### src/rtl/ssb_pkg.sv
`timescale 1ns/1ps
package ssb_pkg;
  typedef struct packed {
    logic clk;
    logic dat;
    logic frm;
  } lane_t;
endpackage

### src/rtl/ssb_lane_pick.sv
`timescale 1ns/1ps
module ssb_lane_pick
  import ssb_pkg::*;
#(
  parameter int BUS_W = 8,
  localparam int SEL_W = (BUS_W > 1) ? $clog2(BUS_W) : 1
) (
  input  logic [BUS_W-1:0] bus_i,
  input  logic [SEL_W-1:0] clk_sel_i,
  input  logic [SEL_W-1:0] dat_sel_i,
  input  logic [SEL_W-1:0] frm_sel_i,
  output lane_t            lane_o
);
  function automatic logic pick(input logic [BUS_W-1:0] b, input logic [SEL_W-1:0] s);
    logic r;
    r = 1'b0;
    for (int k = 0; k < BUS_W; k++) begin
      if (s == SEL_W'(k)) r = b[k];
    end
    return r;
  endfunction

  always_comb begin
    lane_o.clk = pick(bus_i, clk_sel_i);
    lane_o.dat = pick(bus_i, dat_sel_i);
    lane_o.frm = pick(bus_i, frm_sel_i);
  end
endmodule

### src/rtl/ssb_edge_det.sv
`timescale 1ns/1ps
module ssb_edge_det
  import ssb_pkg::*;
(
  input  logic  clk_i,
  input  logic  rst_ni,
  input  logic  valid_i,
  input  lane_t lane_i,
  input  logic  samp_edge_i,
  input  logic  idle_lvl_i,
  input  logic  frm_act_i,
  input  logic  frm_en_i,
  output logic  samp_ev_o,   // sampling edge, frame gate applied
  output logic  frm_open_o   // frame entered active level
);
  logic primed_q, clk_q, frm_q;
  logic clk_prev, frm_prev, gate;

  // before the first sample, previous levels come from configuration
  assign clk_prev = primed_q ? clk_q : idle_lvl_i;
  assign frm_prev = primed_q ? frm_q : ~frm_act_i;
  assign gate     = ~frm_en_i | (lane_i.frm == frm_act_i);

  assign frm_open_o = valid_i & frm_en_i & (lane_i.frm != frm_prev) & (lane_i.frm == frm_act_i);
  assign samp_ev_o  = valid_i & gate & (lane_i.clk != clk_prev) & (lane_i.clk == samp_edge_i);

  always_ff @(posedge clk_i or negedge rst_ni) begin
    if (!rst_ni) begin
      primed_q <= 1'b0;
      clk_q    <= 1'b0;
      frm_q    <= 1'b0;
    end else if (valid_i) begin
      primed_q <= 1'b1;
      clk_q    <= lane_i.clk;
      frm_q    <= lane_i.frm;
    end
  end
endmodule

### src/rtl/ssb_tmo.sv
`timescale 1ns/1ps
module ssb_tmo #(
  parameter int TMO_W = 16
) (
  input  logic             clk_i,
  input  logic             rst_ni,
  input  logic             valid_i,
  input  logic             en_i,
  input  logic [TMO_W-1:0] val_i,
  input  logic             reload_i,
  output logic             expire_o
);
  logic [TMO_W-1:0] cnt_q;
  logic             active;

  assign active   = en_i & (val_i != '0);
  assign expire_o = valid_i & active & (cnt_q == '0);

  always_ff @(posedge clk_i or negedge rst_ni) begin
    if (!rst_ni) begin
      cnt_q <= '0;
    end else if (valid_i) begin
      if (reload_i || expire_o) cnt_q <= val_i;
      else if (active)          cnt_q <= cnt_q - 1'b1;
    end
  end
endmodule

### src/rtl/ssb_shift.sv
`timescale 1ns/1ps
module ssb_shift #(
  parameter int MAX_W = 16,
  localparam int CNT_W = $clog2(MAX_W + 1)
) (
  input  logic             clk_i,
  input  logic             rst_ni,
  input  logic             clr_i,
  input  logic             shift_i,
  input  logic             dat_i,
  input  logic [CNT_W-1:0] len_i,
  output logic             done_o,
  output logic [MAX_W-1:0] word_o
);
  logic [MAX_W-1:0] reg_q, reg_base, reg_nxt;
  logic [CNT_W-1:0] cnt_q, cnt_base, cnt_nxt;

  always_comb begin
    reg_base = clr_i ? '0 : reg_q;
    cnt_base = clr_i ? '0 : cnt_q;
    reg_nxt  = reg_base;
    cnt_nxt  = cnt_base;
    if (shift_i) begin
      if (MAX_W > 1) reg_nxt = {reg_base[MAX_W-2:0], dat_i};
      else           reg_nxt = MAX_W'(dat_i);
      cnt_nxt = cnt_base + 1'b1;
    end
    done_o = shift_i & (cnt_nxt == len_i);
    word_o = reg_nxt;
  end

  always_ff @(posedge clk_i or negedge rst_ni) begin
    if (!rst_ni) begin
      reg_q <= '0;
      cnt_q <= '0;
    end else if (done_o) begin
      reg_q <= '0;
      cnt_q <= '0;
    end else begin
      reg_q <= reg_nxt;
      cnt_q <= cnt_nxt;
    end
  end
endmodule

### src/rtl/ssb_sniffer.sv
`timescale 1ns/1ps
module ssb_sniffer
  import ssb_pkg::*;
#(
  parameter int BUS_W = 8,
  parameter int MAX_W = 16,
  parameter int TMO_W = 16,
  localparam int SEL_W = (BUS_W > 1) ? $clog2(BUS_W) : 1,
  localparam int CNT_W = $clog2(MAX_W + 1)
) (
  input  logic             clk_i,
  input  logic             rst_ni,
  input  logic             smp_valid_i,
  input  logic [BUS_W-1:0] smp_bus_i,
  input  logic [SEL_W-1:0] clk_sel_i,
  input  logic [SEL_W-1:0] dat_sel_i,
  input  logic [SEL_W-1:0] frm_sel_i,
  input  logic             samp_edge_i,
  input  logic             idle_lvl_i,
  input  logic             frm_act_i,
  input  logic             frm_en_i,
  input  logic [CNT_W-1:0] word_len_i,
  input  logic             tmo_en_i,
  input  logic [TMO_W-1:0] tmo_val_i,
  output logic [MAX_W-1:0] word_o,
  output logic             word_valid_o
);
  localparam logic [CNT_W-1:0] LenMax = CNT_W'(MAX_W);

  lane_t            lane;
  logic             samp_ev, frm_open, expire, done;
  logic [CNT_W-1:0] len_eff;
  logic [MAX_W-1:0] word_nxt;

  assign len_eff = ((word_len_i == '0) || (word_len_i > LenMax)) ? LenMax : word_len_i;

  ssb_lane_pick #(.BUS_W(BUS_W)) u_pick (
    .bus_i     (smp_bus_i),
    .clk_sel_i (clk_sel_i),
    .dat_sel_i (dat_sel_i),
    .frm_sel_i (frm_sel_i),
    .lane_o    (lane)
  );

  ssb_edge_det u_edge (
    .clk_i       (clk_i),
    .rst_ni      (rst_ni),
    .valid_i     (smp_valid_i),
    .lane_i      (lane),
    .samp_edge_i (samp_edge_i),
    .idle_lvl_i  (idle_lvl_i),
    .frm_act_i   (frm_act_i),
    .frm_en_i    (frm_en_i),
    .samp_ev_o   (samp_ev),
    .frm_open_o  (frm_open)
  );

  ssb_tmo #(.TMO_W(TMO_W)) u_tmo (
    .clk_i    (clk_i),
    .rst_ni   (rst_ni),
    .valid_i  (smp_valid_i),
    .en_i     (tmo_en_i),
    .val_i    (tmo_val_i),
    .reload_i (done),
    .expire_o (expire)
  );

  // frame clear and timeout clear both precede the shift
  ssb_shift #(.MAX_W(MAX_W)) u_shift (
    .clk_i   (clk_i),
    .rst_ni  (rst_ni),
    .clr_i   (frm_open | expire),
    .shift_i (samp_ev),
    .dat_i   (lane.dat),
    .len_i   (len_eff),
    .done_o  (done),
    .word_o  (word_nxt)
  );

  always_ff @(posedge clk_i or negedge rst_ni) begin
    if (!rst_ni) begin
      word_o       <= '0;
      word_valid_o <= 1'b0;
    end else begin
      word_valid_o <= done;
      if (done) word_o <= word_nxt;
    end
  end
endmodule

### config.mk
export PLATFORM = sky130hd
export DESIGN_NAME = ssb_sniffer
export DESIGN_NICKNAME = d
export VERILOG_FILES = /design/src/rtl/ssb_pkg.sv /design/src/rtl/ssb_lane_pick.sv /design/src/rtl/ssb_edge_det.sv /design/src/rtl/ssb_tmo.sv /design/src/rtl/ssb_shift.sv /design/src/rtl/ssb_sniffer.sv
export SDC_FILE = /design/constraint.sdc
export NUM_CORES = 1
export LEC_CHECK = 0
export ABC_AREA = 1
export BUFFER_PORTS_ARGS = -buffer_cell sky130_fd_sc_hd__buf_2
export CAP_MARGIN = 20
export CELL_PAD_IN_SITES_DETAIL_PLACEMENT = 1
export CELL_PAD_IN_SITES_GLOBAL_PLACEMENT = 1
export CORE_UTILIZATION = 40
export CTS_CLUSTER_DIAMETER = 40
export CTS_CLUSTER_SIZE = 28
export DETAILED_ROUTE_END_ITERATION = 8
export PLACE_DENSITY = 0.91
export SYNTH_ARGS = -nofsm -noshare
export SYNTH_HDL_FRONTEND = slang
export SYNTH_SLANG_ARGS = --single-unit
### constraint.sdc
create_clock -name clk_i -period 3.9 [get_ports clk_i]
set_input_delay 0.39 -clock clk_i [delete_from_list [all_inputs] [get_ports clk_i]]
set_output_delay 0.39 -clock clk_i [all_outputs]
set_load 0.01 [all_outputs]
* Yosys cells after proc, flatten, opt, wreduce, memory -nomap -nowiden
Index checks and enable logic that the tools add are counted.
Operators by class: shift-type cells 0, bitwise gates (word level) 14, add/subtract/negate cells 2, $mul 0, equal/unequal tests 26, div/mod/pow operators 0, reductions and logical operators 10, multiplexer cells 35, $lt $le $gt $ge 1
Operators by type and width (count):
- two-way mux 16 bit | 5
- == test 3 bit (second input constant) | 12
- two-way mux 1 bit | 26
- two-way mux 5 bit | 4
- == test 3 x 2 -> 1 bit (second input constant) | 6
- logical NOT 16 bit | 1
- nonzero test 16 bit | 1
- subtractor 16 x 1 -> 16 bit (second input constant) | 1
- bitwise AND 1 bit | 10
- == test 3 x 1 -> 1 bit (second input constant) | 3
- logical NOT 3 bit | 3
- adder 5 x 1 -> 5 bit (second input constant) | 1
- == test 5 bit | 1
- greater-than comparator 5 bit (second input constant) | 1
- logical NOT 5 bit | 1
- == test 1 bit | 2
- logical OR 1 bit | 2
- != test 1 bit | 2
- inverter 1 bit | 2
- bitwise OR 1 bit | 2
- AND reduction 2 bit | 1
- nonzero test 2 bit | 1
Storage, ports and cells: output and inout port bits 17, bits in read-only memories 0, bits in writable memories 0, bits in registers 57, input port bits 46, memories 0, latch bits 0

* Longest topological paths before layout
depth in word-level cells 21, mapped depth 26, depth with buffers taken out 24

* By module
Synthesis repeated with hierarchy kept, for this count alone.
Second synthesis, totals: cell total of the unflattened synthesis 588, area total of the unflattened synthesis 3938.8 µm²
By module, submodules not included:
- ssb_tmo | cells each 244, instances 1, area each 1475.2 µm²
- ssb_shift | cells each 169, instances 1, area each 1290.0 µm²
- ssb_sniffer | cells each 84, instances 1, area each 737.0 µm²
- ssb_lane_pick | cells each 59, instances 1, area each 244.0 µm²
- ssb_edge_det | cells each 32, instances 1, area each 192.7 µm²

* Worst setup path before layout
OpenSTA, ideal clock, no wires.
path type register -> register, start register u_tmo.cnt_q[0], end register u_tmo.cnt_q[5], cell stages (with the launch flop) 24, setup time 0.116 ns, data arrival time 2.850 ns, required time 3.784 ns, setup slack 0.933 ns, cell sequence dfrtp_1 > inv_1 > ha_1 > inv_1 > nor2_4 > nand4_2 > nor2_2 > nand3_2 > nand2_2 > buf_6 > nor2_4 > ha_1 > o21ai_0 > nand2_1 > a21oi_1 > nand2_1 > nor2_2 > nand4_4 > nand3_2 > nand2_2 > buf_6 > buf_6 > nand2_1 > nand2_1
On the way: word-level cells in the longest chain between the ends 11, elaborated cells on any way between the ends 14, classes of those cells add/sub: 2; eq/ne: 1; mux: 4; bitwise: 3; reduce/logical: 4
RTL lines:
- start, declared | RTL line ssb_tmo.sv:13 | logic [TMO_W-1:0] cnt_q;
- start signal, assigned | RTL line ssb_tmo.sv:23 | if (reload_i || expire_o) cnt_q <= val_i;
- start signal, assigned | RTL line ssb_tmo.sv:24 | else if (active) cnt_q <= cnt_q - 1'b1;
- logical NOT 16 bit | RTL line ssb_tmo.sv:17 | assign expire_o = valid_i & active & (cnt_q == '0);
- bitwise AND 1 bit | RTL line ssb_tmo.sv:17
- bitwise OR 1 bit | RTL line ssb_sniffer.sv:72 | .clr_i (frm_open | expire),
- two-way mux 5 bit | RTL line ssb_shift.sv:20 | cnt_base = clr_i ? '0 : cnt_q;
- adder 5 x 1 -> 5 bit | RTL line ssb_shift.sv:26 | cnt_nxt = cnt_base + 1'b1;
- two-way mux 5 bit | RTL line ssb_shift.sv:23 | if (shift_i) begin
- == test 5 bit | RTL line ssb_shift.sv:28 | done_o = shift_i & (cnt_nxt == len_i);
- bitwise AND 1 bit | RTL line ssb_shift.sv:28
- logical OR 1 bit | RTL line ssb_tmo.sv:23
- nonzero test 2 bit (no source line)
- AND reduction 2 bit (no source line)
Several ways; a longest one is shown, not always the timed one. The select of a mux whose other input is x is not followed. A chain may end at the register's enable or synchronous reset.

* Final worst setup path
start register u_tmo.cnt_q[0], end register u_tmo.cnt_q[4]
The elaborated chain is that of the path after synthesis.

==> flow_metrics.py <==
metrics = {
    "timing": {
        "relSlewSlack": 0.524,
        "fmax_ghz": 0.280,
        "worst_pin_slew_ns": 0.712,
        "setup_viol": 0,
        "min_period_ns": 3.57,
        "finalHoldViolCount": 0,
        "setup_slack_ns": 0.326,
        "setup_tns_ns": 0,
        "finalClockSkew_ns": 0.0130,
        "slew_viol_final": 0,
        "period_share": 0.917,
        "whs_ns": 0.0465,
        "rsz0062_at_grt": "false",
    },
    "floorplan": {
        "dieHeight_um": 95.4,
        "core_area_mm2": 0.00834,
        "io_pins": 63,
        "die-area_mm2": 0.00910,
        "rows": 33,
        "start_util": 0.418,
        "die_w_um": 95.4,
    },
    "logic_synthesis": {
        "syn_nets": 541,
        "synth_cells": 492,
        "yosysWarnings": 0,
        "synthDistinctLibCells": 32,
        "ys_ff_latch": 57,
        "syn_area_per_cell_um2": 7.09,
        "synth_area_mm2": 0.00349,
        "ys_seq_area_frac": 0.409,
    },
    "placed_design": {
        "dp_slack_ns": 0.0987,
        "placement.io_buffers": 62,
        "hpwl_mm": 7.21,
        "place_congestion": 0.807,
    },
    "grt": {
        "grt.overflow.total": 0,
        "antenna_found_initial": 0,
        "grt_pass1_wl_mm": 16.7,
        "grt.total_usage": 0.238,
        "first_global_vias": 3680,
        "grt_max_degree": 34,
    },
    "layout": {
        "layout_common_cells": "nand2_1, buf_2, inv_1, dfrtp_1, nor2_1",
        "drive_gt1_frac": 0.196,
        "area_growth_pct": 18.1,
        "final_common_cell": "nand2_1",
        "fin_nets": 604,
        "n_antenna_cell": 0,
        "fill_cells": 1080,
    },
    "clock_tree": {
        "cts_tree": "yes",
        "insertion_delay_ns": 0.34,
        "cts.sinks": 57,
        "numCtsBuffers": 9,
        "h-tree-depth": 3,
        "clk_pin_slew_ns": 0.08,
        "holdBufCountCts": 0,
        "root_buffer": "clkbuf_8",
        "clockBufferDepth": 2,
    },
    "critical_path": {
        "slowest_stage": "dfrtp_1",
        "cp.required_ns": 4.18,
        "cp_top_family": "simple AND/OR/NAND/NOR gates",
        "ff2ff_setup_slack_ns": 0.33,
        "cp_slowest_stage_delay_ns": 0.40,
        "cp_num_buf_inv": 4,
        "end_kind": "flip-flop",
        "start_kind": "flip-flop",
        "setup.worst_path.class": "reg2reg",
        "cp_max_fo": 20,
        "cp.arrival_ns": 3.86,
        "crit_chain": "inv_1 -> ha_1 -> inv_1 -> nor2_4 -> nand4_2 -> nor2_2 -> nand3_2 -> nand3_1 -> inv_1 -> ha_1 -> nand3_1 -> nor2_1 -> nand3_1 -> nand2_1 -> nand2_1 -> nand4_4 -> nand3_2 -> nand2_4 -> inv_4 -> nand2_1 -> nand2_1",
        "crit_path_frequent_cell": "nand2_1",
    },
    "detailed_routing": {
        "vias": 3435,
        "via_per_inst": 5.17,
        "drc": 0,
        "drt_iter0_markers": 145,
        "routed_wl_mm": 10.2,
        "postRouteAntennaNets": 0,
        "wl_per_cell_um": 15.4,
        "first_pass_iters": 4,
    },
    "pwr": {
        "ir_drop_mv": 0.370,
        "leakage_nw": 2.25,
        "power_density_mw_per_mm2": 633,
    },
    "worst_hold_path": {
        "hp-class": "in2async",
    },
    "outcome": {
        "status": "complete, no violations",
    },
    "job": {
        "maxCapViolations": 0,
    },
}
[kinds of logic (layout without fill, tap and decap cells)]
family	Yosys count	after routing	share of synthesized area
XOR/XNOR	14	14	0.0352
multiplexers	1	1	0.00287
AND/OR/NAND/NOR	280	280	0.355
buffers and inverters	80	148	0.0965
adder cells (fa/ha/maj)	3	3	0.0108
AO/OA/AOI/OAI	57	57	0.0911
flip-flops	57	57	0.409
[layer usage]
| layer | track usage | up-vias | wire (µm) |
|---|---|---|---|
| met2 | 0.445 | 64 | 5330 |
| li1 | - | 1675 | - |
| met4 | 0.0933 | 0 | 192 |
| met1 | 0.273 | 1677 | 4400 |
| met3 | 0.0311 | 19 | 303 |
| met5 | 0 | - | 0 |
[where the power goes]
group	switching, mW	internal [mW]
registers	0.150	0.817
logic	0.623	0.397
clock network	0.254	0.366
[path summary, 6_finish.rpt]
kind | start | endpoint | cells after the start
min in group clk_i | tmo_val_i[8] | u_tmo.cnt_q[8] | 5
worst max-delay path | u_tmo.cnt_q[0] | u_tmo.cnt_q[4] | 21
worst min-delay path | rst_ni | u_tmo.cnt_q[8] | 1
worst max register to register | u_tmo.cnt_q[0] | u_tmo.cnt_q[4] | 21
worst min register to register | word_o[12] | word_o[12] | 2
max in group asynchronous | rst_ni | u_shift.reg_q[3] | 2
[worst reg2reg max path, delay by kind of cell (launching register included)]
| family | cells | cell delay, ns |
|---|---|---|
| AND/OR/NAND/NOR | 15 | 2.16 |
| buffers and inverters | 4 | 0.50 |
| flip-flops | 1 | 0.40 |
| adder cells (fa/ha/maj) | 2 | 0.42 |
[repair_timing]
item / CTS / global route
setup endpoints to repair: 0 / 14
buffers inserted: 0 / 2
gates resized for setup: 0 / 5
[final cells by class]
class / count / area, µm² / share of cell area
Timing Repair Buffer: 68 / 355 / 0.0863
Inverter: 64 / 243 / 0.0589
Clock inverter: 3 / 46.3 / 0.0112
Clock buffer: 13 / 179 / 0.0435
Multi-Input combinational cell: 355 / 1740 / 0.422
Sequential cell: 57 / 1430 / 0.346
Tap cell: 105 / 131 / 0.0319
[synth_stat cells, drive strengths merged]
cell	count	area [µm²]
a21boi	1	7.51
a21oi	11	55.1
a221oi	1	8.76
a31oi	1	6.26
buf	10	73.8
clkbuf	6	22.5
dfrtp	57	1430
ha	3	37.5
inv	64	240
mux2i	1	10.0
nand2	167	639
nand3	45	255
nand3b	1	7.51
nand4	6	65.1
nor2	53	221
nor3	4	20.0
nor3b	2	15.0
nor4	1	6.26
o211ai	10	75.1
o21ai	33	165
or2	1	6.26
xnor2	3	26.3
xor2	11	96.3
[stage by stage]
stage               cells  area, µm²  utilization  power (mW)
floorplan             492       3490            -        1.67
global placement      647       3860        0.463        1.89
detailed placement    647       3860        0.463        1.97
CTS                   663       4090        0.490        2.61
global route          665       4120        0.494        2.81
finish                665       4120        0.494        2.61
[flip-flops by register name, summed over array words and instances (netlist names)]
name / flops
u_edge.clk_q: 1
u_edge.frm_q: 1
u_edge.primed_q: 1
u_shift.cnt_q: 5
u_shift.reg_q: 16
u_tmo.cnt_q: 16
word_o: 16
word_valid_o: 1
(Power assumes the default switching activity.)
